**config.mk**
```make
export PLATFORM = sky130hd
export DESIGN_NAME = block_fb_weights
export DESIGN_NICKNAME = d
export VERILOG_FILES = /design/src/rtl/block_fb_weights.sv
export SDC_FILE = /design/constraint.sdc
export NUM_CORES = 1
export LEC_CHECK = 0
export ABC_CLOCK_PERIOD_IN_PS = 4630
export BUFFER_PORTS_ARGS = -buffer_cell sky130_fd_sc_hd__buf_2
export CAP_MARGIN = 5
export CORE_MARGIN = 8
export CORE_UTILIZATION = 45
export DETAILED_ROUTE_END_ITERATION = 8
export GPL_TIMING_DRIVEN = 0
export HOLD_SLACK_MARGIN = 0.1
export REMOVE_ABC_BUFFERS = 1
export SETUP_SLACK_MARGIN = 0.2
export SLEW_MARGIN = 10
export SYNTH_ARGS = -nofsm -noshare
export SYNTH_HDL_FRONTEND = slang
export SYNTH_SLANG_ARGS = --single-unit
```
**constraint.sdc**
```tcl
create_clock -name clk -period 4.63 [get_ports clk]
set_input_delay 0.463 -clock clk [delete_from_list [all_inputs] [get_ports clk]]
set_output_delay 0.463 -clock clk [all_outputs]
set_load 0.05 [all_outputs]
```
**src/rtl/block_fb_weights.sv**
```systemverilog
module block_fb_weights #(
  parameter int NUM_AUX   = 4,
  parameter int BLOCK_LEN = 16
) (
  input  logic                    clk,
  input  logic                    rst_n,
  input  logic                    smp_valid,
  output logic                    smp_ready,
  input  logic [8:0]              gain,
  output logic                    solver_clear,
  output logic                    solver_flush,
  input  logic                    corr_valid,
  input  logic signed [15:0]      corr_data,
  output logic [16*NUM_AUX-1:0]   weights,
  output logic                    upd_done
);
  localparam int CW = $clog2(BLOCK_LEN + 1);
  localparam int IW = $clog2(NUM_AUX + 1);

  typedef enum logic [2:0] {S_INIT, S_RUN, S_REQ, S_COLLECT, S_DONE} state_t;
  state_t state;

  logic [CW-1:0] cnt;
  logic [IW-1:0] idx;
  logic signed [15:0] w_q [NUM_AUX];
  logic signed [15:0] w_sel, w_new;
  logic [7:0] g_eff;
  logic signed [24:0] prod, delta;
  logic signed [17:0] sum;
  logic take, accept;

  assign smp_ready    = (state == S_RUN);
  assign solver_flush = (state == S_REQ);
  assign solver_clear = (state == S_INIT) || (state == S_DONE);
  assign upd_done     = (state == S_DONE);

  assign accept = smp_valid && smp_ready;
  assign take   = corr_valid && (state == S_COLLECT);
  assign g_eff  = gain[8] ? 8'hFF : gain[7:0];
  assign prod   = $signed({1'b0, g_eff}) * corr_data;
  assign delta  = prod >>> 7;
  assign sum    = $signed({{2{w_sel[15]}}, w_sel}) + $signed(delta[17:0]);
  assign w_new  = (sum > 18'sd32767)  ? 16'sh7FFF :
                  (sum < -18'sd32768) ? 16'sh8000 : sum[15:0];

  always_comb begin
    w_sel = '0;
    for (int i = 0; i < NUM_AUX; i++)
      if (idx == IW'(i)) w_sel = w_q[i];
  end

  generate
    for (genvar g = 0; g < NUM_AUX; g++) begin : g_out
      assign weights[16*g +: 16] = w_q[g];
    end
  endgenerate

  always_ff @(posedge clk or negedge rst_n) begin
    if (!rst_n) begin
      state <= S_INIT;
      cnt   <= '0;
      idx   <= '0;
      for (int i = 0; i < NUM_AUX; i++) w_q[i] <= '0;
    end else begin
      case (state)
        S_INIT: state <= S_RUN;
        S_RUN: if (accept) begin
          if (cnt == CW'(BLOCK_LEN - 1)) begin
            cnt   <= '0;
            state <= S_REQ;
          end else begin
            cnt <= cnt + 1'b1;
          end
        end
        S_REQ: begin
          idx   <= '0;
          state <= S_COLLECT;
        end
        S_COLLECT: if (take) begin
          for (int i = 0; i < NUM_AUX; i++)
            if (idx == IW'(i)) w_q[i] <= w_new;
          if (idx == IW'(NUM_AUX - 1)) state <= S_DONE;
          else idx <= idx + 1'b1;
        end
        S_DONE: state <= S_RUN;
        default: state <= S_INIT;
      endcase
    end
  end
endmodule

```
Yosys cells after proc, flatten, opt, wreduce, memory -nomap -nowiden --
Index checks and enable logic that the tools add are counted.
Word-level totals: bits of input ports 29, output and inout bits 68, logic and storage cells 56, register bits 75
Cells by class: add/subtract/negate cells 3, $mul 1, equal/unequal tests 13, magnitude comparators 2, muxes and demuxes 16, reductions and logical operators 14
Operators by type and width (number):
- two-way mux 16 bit | 6
- multiplier 9 x 16 -> 25 bit | 1
- adder 16 x 18 -> 18 bit | 1
- > comparator 18 x 16 -> 1 bit (second input constant) | 1
- less-than comparator 18 x 16 -> 1 bit (second input constant) | 1
- two-way mux 3 bit | 6
- AND reduction 3 bit | 5
- equality test 3 x 2 -> 1 bit (second input constant) | 4
- one-hot mux 3 bit (4 select lines) | 1
- two-way mux 8 bit | 1
- equality test 3 x 1 -> 1 bit (second input constant) | 2
- zero test 3 bit | 2
- inequality test 2 x 1 -> 1 bit (second input constant) | 3
- one-hot mux 3 bit (2 select lines) | 1
- adder 5 x 1 -> 5 bit (second input constant) | 1
- equality test 5 x 4 -> 1 bit (second input constant) | 1
- two-way mux 5 bit | 1
- inequality test 2 bit (second input constant) | 2
- AND reduction 4 bit | 1
- adder 3 x 1 -> 3 bit (second input constant) | 1
- equality test 3 bit (second input constant) | 1
- logical AND 1 bit | 2
- AND reduction 2 bit | 1
- nonzero test 2 bit | 1
- 2 further kinds | 2

Depth between registers and ports, before layout --
Gate-level depths: netlist (run 1).
depth in word-level cells 9, depth in mapped cells 32, depth with buffers taken out 28

Worst setup path after synthesis (run 1) --
OpenSTA, ideal clock, no wires.
path kind input to register, start in gain[8], end reg w_q (netlist bit weights[42]), setup time 137 ps, cell stages on the path 31, setup slack -2714 ps, arrival 7207 ps, cells stage by stage clkbuf_1 or2_2 clkbuf_1 clkbuf_1 nand2_1 fa_1 inv_1 fa_1 inv_1 fa_1 inv_1 fa_1 ha_1 a21oi_2 nand2_1 a221oi_4 a21oi_1 o21ai_0 nand2b_1 a21oi_1 xnor2_1 ha_1 nand4_1 or3_1 a21o_1 nand4_1 or4b_1 buf_6 buf_12 nand3_4 a21oi_1
Between the ends: cells in the longest elaborated chain, start to end 6, elaborated cells between the ends (all ways) 7, those cells by class add/sub (1); mul (1); order compare (2); mux (3)
Ends and longest elaborated chain:
- from (decl) | RTL line 9 | input logic [8:0] gain,
- two-way mux 8 bit * | RTL line 39 | assign g_eff = gain[8] ? 8'hFF : gain[7:0];
- multiplier 9 x 16 -> 25 bit * | RTL line 40 | assign prod = $signed({1'b0, g_eff}) * corr_data;
- adder 16 x 18 -> 18 bit * | RTL line 42 | assign sum = $signed({{2{w_sel[15]}}, w_sel}) + $signed(delta[17:0]);
- less-than comparator 18 x 16 -> 1 bit | RTL line 44 | (sum < -18'sd32768) ? 16'sh8000 : sum[15:0];
- two-way mux 16 bit | RTL line 44
- two-way mux 16 bit * | RTL line 43 | assign w_new = (sum > 18'sd32767) ? 16'sh7FFF :
- to (signal, indexed assignment) | RTL line 81 | if (idx == IW'(i)) w_q[i] <= w_new;
- to (decl) | RTL line 25 | logic signed [15:0] w_q [NUM_AUX];
Every way passes the cells marked *; elsewhere a longest branch is shown, timed or not. A chain may end at the register's enable or synchronous reset.

Final worst setup path (run 1) --
start in gain[5], end reg w_q (netlist bit weights[49])
Same word-level chain as after synthesis.

==> flow_summary.yaml, run 1 <==
run_status:
  status: "finished, violations left"
  violations: "setup timing"
clocking:
  cts_max_level: 3
  numCtsBuffers: 9
  clkLatencyLatePin_ns: 0.34
  cts_tree: "yes"
  clkSinkCount: 75
  clkSlewWorstSetupHoldPaths_ns: 0.06
  cts_root_buf: "clkbuf_16"
  clk_path_buf_depth: 2
sta:
  drv_slew: 0
  setup_viol: 64
  rsz0062_at_grt: "yes"
  fin_ws_ns: -2.11
  post-route-period-util_pct: 146
  fin_setup_tns_ns: -129.08
  final-hold-violation-count: 0
  fin_crit_ns: 6.74
  relSlewSlack_pct: 25.9
  final.setup_skew_ns: 0.00669
  fmax_mhz: 148
  worstMarginPinSlew_ns: 1.11
min_path:
  min_to: "cnt[2]"
  min_path_type: "in2reg"
  min-delay-start: "smp_valid"
  min_delay_path_depth: 3
placement:
  io_buffers: 96
  gp_congestion: 0.788
  place_area_mm2: 0.00987
  hpwl_mm: 17.3
  post-place-ws_ns: -4.01
detailed_routing:
  vias_per_cell: 5.34
  drt-initial-drc-count: 528
  num_vias: 7971
  wirelength_mm: 25.3
  drtAntennaViolNets: 0
  drc_errors: 0
  drtPass1Iterations: 5
  wl_per_cell_um: 16.9
synth:
  synth_seq_cells: 75
  yosys.cell_count.top_type: "inv_1"
  yosys-top-cells-count: "inv_1, nand2_1, fa_1, nor2_1, dfrtp_1"
  yosysSeqAreaShare_pct: 20.5
  synth_area_leaders: "fa_1, dfrtp_1, ha_1"
  synth_edf_count: 0
  syn_inst: 1042
  async_flop_share_pct: 100
  synth_top_area_cell: "fa_1"
  syn-mean-instance-area_um2: 8.80
  yosysWarnings: 0
  synth_ff_type: "dfrtp_1"
  synth_area_mm2: 0.00917
  netlist.area_leader.share_pct: 22.3
  yosysUniqueCellTypes: 69
critical_path:
  crit_fanout: 6
  cp_slowest_cell: "fa_1"
  critical_path_class: "in2reg"
  endpoint_kind: "register"
  worstSetupStartpointType: "input port"
  crit_required_ns: 4.84
  reg2regPathDepth: 19
  cp.arrival_ns: 6.95
  rrSetupSlack_ns: -0.27
  r2r-start: "idx[1]"
  r2r_end: "weights[49]"
  crit_path_max_incr_delay_ns: 0.56
  crit_path_frequent_cell: "fa_1"
job:
  drv_cap: 0
global_route:
  grtUsageTotal_pct: 20.1
  gr-total-overflow: 0
  grt_pass1_wl_mm: 42.1
  antenna_found_initial: 0
  grt_max_degree: 47
  grt_pass1_vias: 8295
final_layout:
  area_growth_pct: 33.7
  final_area_mm2: 0.0123
  drive_gt1_share_pct: 33.3
  finish.utilization_pct: 61.0
  n_antenna_cell: 0
  fin_nets: 1419
floorplan:
  num_rows: 52
  fp.dieW_um: 159
  start_util_pct: 45.6
  ios: 97
  coreArea_mm2: 0.0201
  die_h_um: 159
  die_area_mm2: 0.0252
-- critical path, delay by kind of cell --
family / cells / cell delay [ns]
buf+inv: 7 / 0.71
simple gates: 10 / 2.00
compound gates: 7 / 1.24
fa+ha+maj: 6 / 2.51
-- through the flow --
stage / instances / hold slack (ns)
after floorplan: 1005 / 0.167
after global placement: 1371 / 0.480
after detailed placement: 1374 / 0.422
after CTS: 1480 / 0.422
after global routing: 1494 / 0.442
final: 1494 / 0.430
-- area by class of cell --
type | instances | area [um2]
timing repair buffer | 197 | 1620
tap | 270 | 338
fill | 1742 | 7850
multi-input combinational | 786 | 7480
clock buffer | 10 | 239
clock inverter | 6 | 136
sequential | 75 | 1880
inverter | 150 | 563
-- how the worst max path moves through the flow --
stage | startpoint | to | cells past startpoint
2_1_floorplan | gain[8] | weights[34] | 25
3_3_place_gp | gain[8] | weights[5] | 26
3_5_place_dp | gain[8] | weights[35] | 27
4_1_cts | gain[8] | weights[5] | 31
5_1_grt | gain[4] | weights[49] | 30
6_report | gain[5] | weights[49] | 30
-- layout by cell type (no fill, tap or decap), drive strengths merged, types with 4 or more instances in the layout --
cell / instances
buf: 195
inv: 150
nand2: 112
fa: 102
nor2: 91
a21oi: 80
dfrtp: 75
ha: 69
o21ai: 54
and2: 38
nor2b: 37
nand3: 27
xnor2: 24
nor3: 20
a22oi: 16
o21a: 12
or2: 10
clkbuf: 10
nand2b: 9
a21o: 8
nand4: 7
xor2: 7
a211oi: 7
o211ai: 6
a211o: 4
bufinv: 4
-- per-layer routing --
metal / routed length, um / up-vias / GRT usage, %
li1: - / 3769 / -
met1: 10800 / 4007 / 26.2
met2: 13100 / 161 / 35.0
met3: 1010 / 34 / 2.79
met4: 387 / 0 / 3.64
met5: 0 / - / 0
-- kinds of logic (layout without fill, tap and decap cells) --
logic type,after synthesis,after routing,synth area share [%]
multiplexers,3,3,0.341
buffers and inverters,187,363,8.23
AO/OA/AOI/OAI,214,215,15.9
flip-flops,75,75,20.5
adder cells (fa/ha/maj),171,171,31.7
AND/OR/NAND/NOR,361,366,20.4
XOR/XNOR,31,31,3.04
-- repair_timing --
item                                    CTS  global route
endpoints found under the hold margin    29             0
endpoints found under the setup margin   64            64
buffers inserted                         79            14
gates resized for setup                 166            46
hold buffers                              1             0
gates cloned                             10             0
pin swaps                               108            31
-- registers in the layout, summed over array words and instances, names as in the netlist --
| register | cells |
|---|---|
| cnt | 5 |
| idx | 3 |
| state | 3 |
| weights | 64 |
Power of run 1 is not shown: default switching activity piles up to over one toggle a cycle in this logic, so the estimate is an artifact.
==> run 2: changes to the inputs <==
--- a/config.mk
+++ b/config.mk
@@ -11,8 +11,8 @@
 export CORE_MARGIN = 8
 export CORE_UTILIZATION = 45
+export CTS_BUF_LIST = sky130_fd_sc_hd__clkbuf_8
 export DETAILED_ROUTE_END_ITERATION = 8
 export GPL_TIMING_DRIVEN = 0
 export HOLD_SLACK_MARGIN = 0.1
-export REMOVE_ABC_BUFFERS = 1
 export SETUP_SLACK_MARGIN = 0.2
 export SLEW_MARGIN = 10
==> constraint.sdc (replaced) <==
create_clock -name clk -period 4.63 [get_ports clk]
set_input_delay 0.463 -clock clk [delete_from_list [all_inputs] [get_ports clk]]
set_output_delay 0.463 -clock clk [all_outputs]
set_load 0.005 [all_outputs]
==> run 2 against run 1 <==
The flow still finishes with violations (setup timing). Hold slack worse by 0.012 ns. Register-to-register slack better by 0.09 ns. Clock skew up 0.0037 ns. Setup slack worse by 0.29 ns. Non-clock buffer count up 19. Global-route usage down 0.11 points. Count of clock-buffer cells in the layout up 1. Critical path depth up 2. First-iteration DRC count down 50%. Via count down 2.5%. Largest cell class unchanged. Highest routed layer unchanged.
==> flow_summary.yaml, run 2 (synthesis results as in run 1) <==
detailed_routing:
  drtPass1Iterations: 4
  wirelength_mm: 25.2
  drtAntennaViolNets: 0
  vias_per_cell: 5.16
  drt-initial-drc-count: 266
  wl_per_cell_um: 16.8
  drc_errors: 0
  num_vias: 7768
floorplan:
  ios: 97
  die_h_um: 159
  start_util_pct: 45.6
  fp.dieW_um: 159
  coreArea_mm2: 0.0201
  die_area_mm2: 0.0252
  num_rows: 52
sta:
  worstMarginPinSlew_ns: 0.928
  setup_viol: 64
  rsz0062_at_grt: "yes"
  final.setup_skew_ns: 0.0104
  fin_ws_ns: -2.41
  fin_setup_tns_ns: -147.85
  relSlewSlack_pct: 37.6
  fmax_mhz: 142
  drv_slew: 0
  fin_crit_ns: 7.04
  post-route-period-util_pct: 152
  final-hold-violation-count: 0
placement:
  io_buffers: 96
  hpwl_mm: 19.0
  gp_congestion: 0.809
  post-place-ws_ns: -3.41
critical_path:
  crit_fanout: 8
  crit_path_max_incr_delay_ns: 0.57
  critical_path_class: "in2reg"
  cp.arrival_ns: 7.27
  worstSetupStartpointType: "input port"
  crit_path_frequent_cell: "fa_1"
  rrSetupSlack_ns: -0.18
  reg2regPathDepth: 23
  r2r_end: "weights[45]"
  endpoint_kind: "register"
  cp_slowest_cell: "fa_1"
  crit_required_ns: 4.87
  r2r-start: "idx[1]"
final_layout:
  area_growth_pct: 31.2
  final_common_cell: "inv_1"
  n_antenna_cell: 0
  fin_nets: 1432
  drive_gt1_share_pct: 32.1
  layout_common_cells: "inv_1, fa_1, nand2_1"
  largest_reg_flops: 64
clocking:
  cts_tree: "yes"
  clk_path_buf_depth: 2
  clkSinkCount: 75
  numCtsBuffers: 9
  clkSlewWorstSetupHoldPaths_ns: 0.08
  clkLatencyLatePin_ns: 0.35
  cts_max_level: 3
  cts_root_buf: "clkbuf_8"
run_status:
  violations: "setup timing"
  status: "finished, violations left"
global_route:
  grt_max_degree: 63
  antenna_found_initial: 0
  grt_pass1_wl_mm: 42.0
  gr-total-overflow: 0
  grt_pass1_vias: 8275
  grtUsageTotal_pct: 20.0
min_path:
  min_to: "cnt[2]"
  min-delay-start: "smp_valid"
  min_path_type: "in2reg"
  min_delay_path_depth: 3
job:
  drv_cap: 0
synth:
  syn_nets: 1242
[run 2: timing repair]
item | CTS | global route
resized for setup | 102 | 74
pin swaps | 65 | 57
hold buffers | 1 | 0
hold endpoints to repair | 13 | 0
buffers inserted | 51 | 21
endpoints found under the setup margin | 64 | 64
gates cloned | 8 | 1
[run 2: worst max path at each step]
stage | end | cells after the start | slack (ns) | startpoint
6_report | weights[49] | 32 | -2.41 | gain[8]
5_1_grt | weights[7] | 36 | -2.60 | gain[8]
4_1_cts | weights[45] | 36 | -2.40 | gain[8]
3_5_place_dp | weights[45] | 28 | -3.41 | gain[8]
3_3_place_gp | weights[45] | 28 | -3.38 | gain[8]
2_1_floorplan | weights[61] | 30 | -2.21 | gain[8]
[run 2: critical path: cells and delay by family]
family,cells,cell delay [ns]
AND/OR/NAND/NOR,9,2.03
XOR/XNOR,1,0.12
buffers and inverters,10,1.13
AO/OA/AOI/OAI,6,1.04
adder cells (fa/ha/maj),6,2.49
[run 2: through the flow]
step / hold slack, ns / instances / cell area [um2] / util, %
floorplan: 0.167 / 1042 / 9510 / -
global placement: 0.471 / 1408 / 10300 / 51.4
detailed placement: 0.333 / 1409 / 10400 / 51.5
CTS: 0.417 / 1483 / 11600 / 57.5
global route: 0.429 / 1505 / 12000 / 59.8
finish: 0.418 / 1505 / 12000 / 59.8
[run 2: routing by layer]
layer | global-route usage (%) | up-vias | part of all wire [%]
met5 | 0 | - | 0
met4 | 5.58 | 0 | 2.1
met3 | 3.83 | 35 | 4.9
met2 | 33.3 | 182 | 49
met1 | 26.0 | 3778 | 44
li1 | - | 3773 | -
[run 2: area by class of cell]
| class | count | area (um2) |
|---|---|---|
| multi-input combinational | 780 | 7340 |
| buffer | 37 | 404 |
| sequential | 75 | 1880 |
| tap | 270 | 338 |
| clock inverter | 3 | 63.8 |
| clock buffer | 11 | 151 |
| inverter | 150 | 563 |
| timing repair buffer | 179 | 1300 |
| fill | 1775 | 8070 |
Power of run 2 is left out for the same reason.
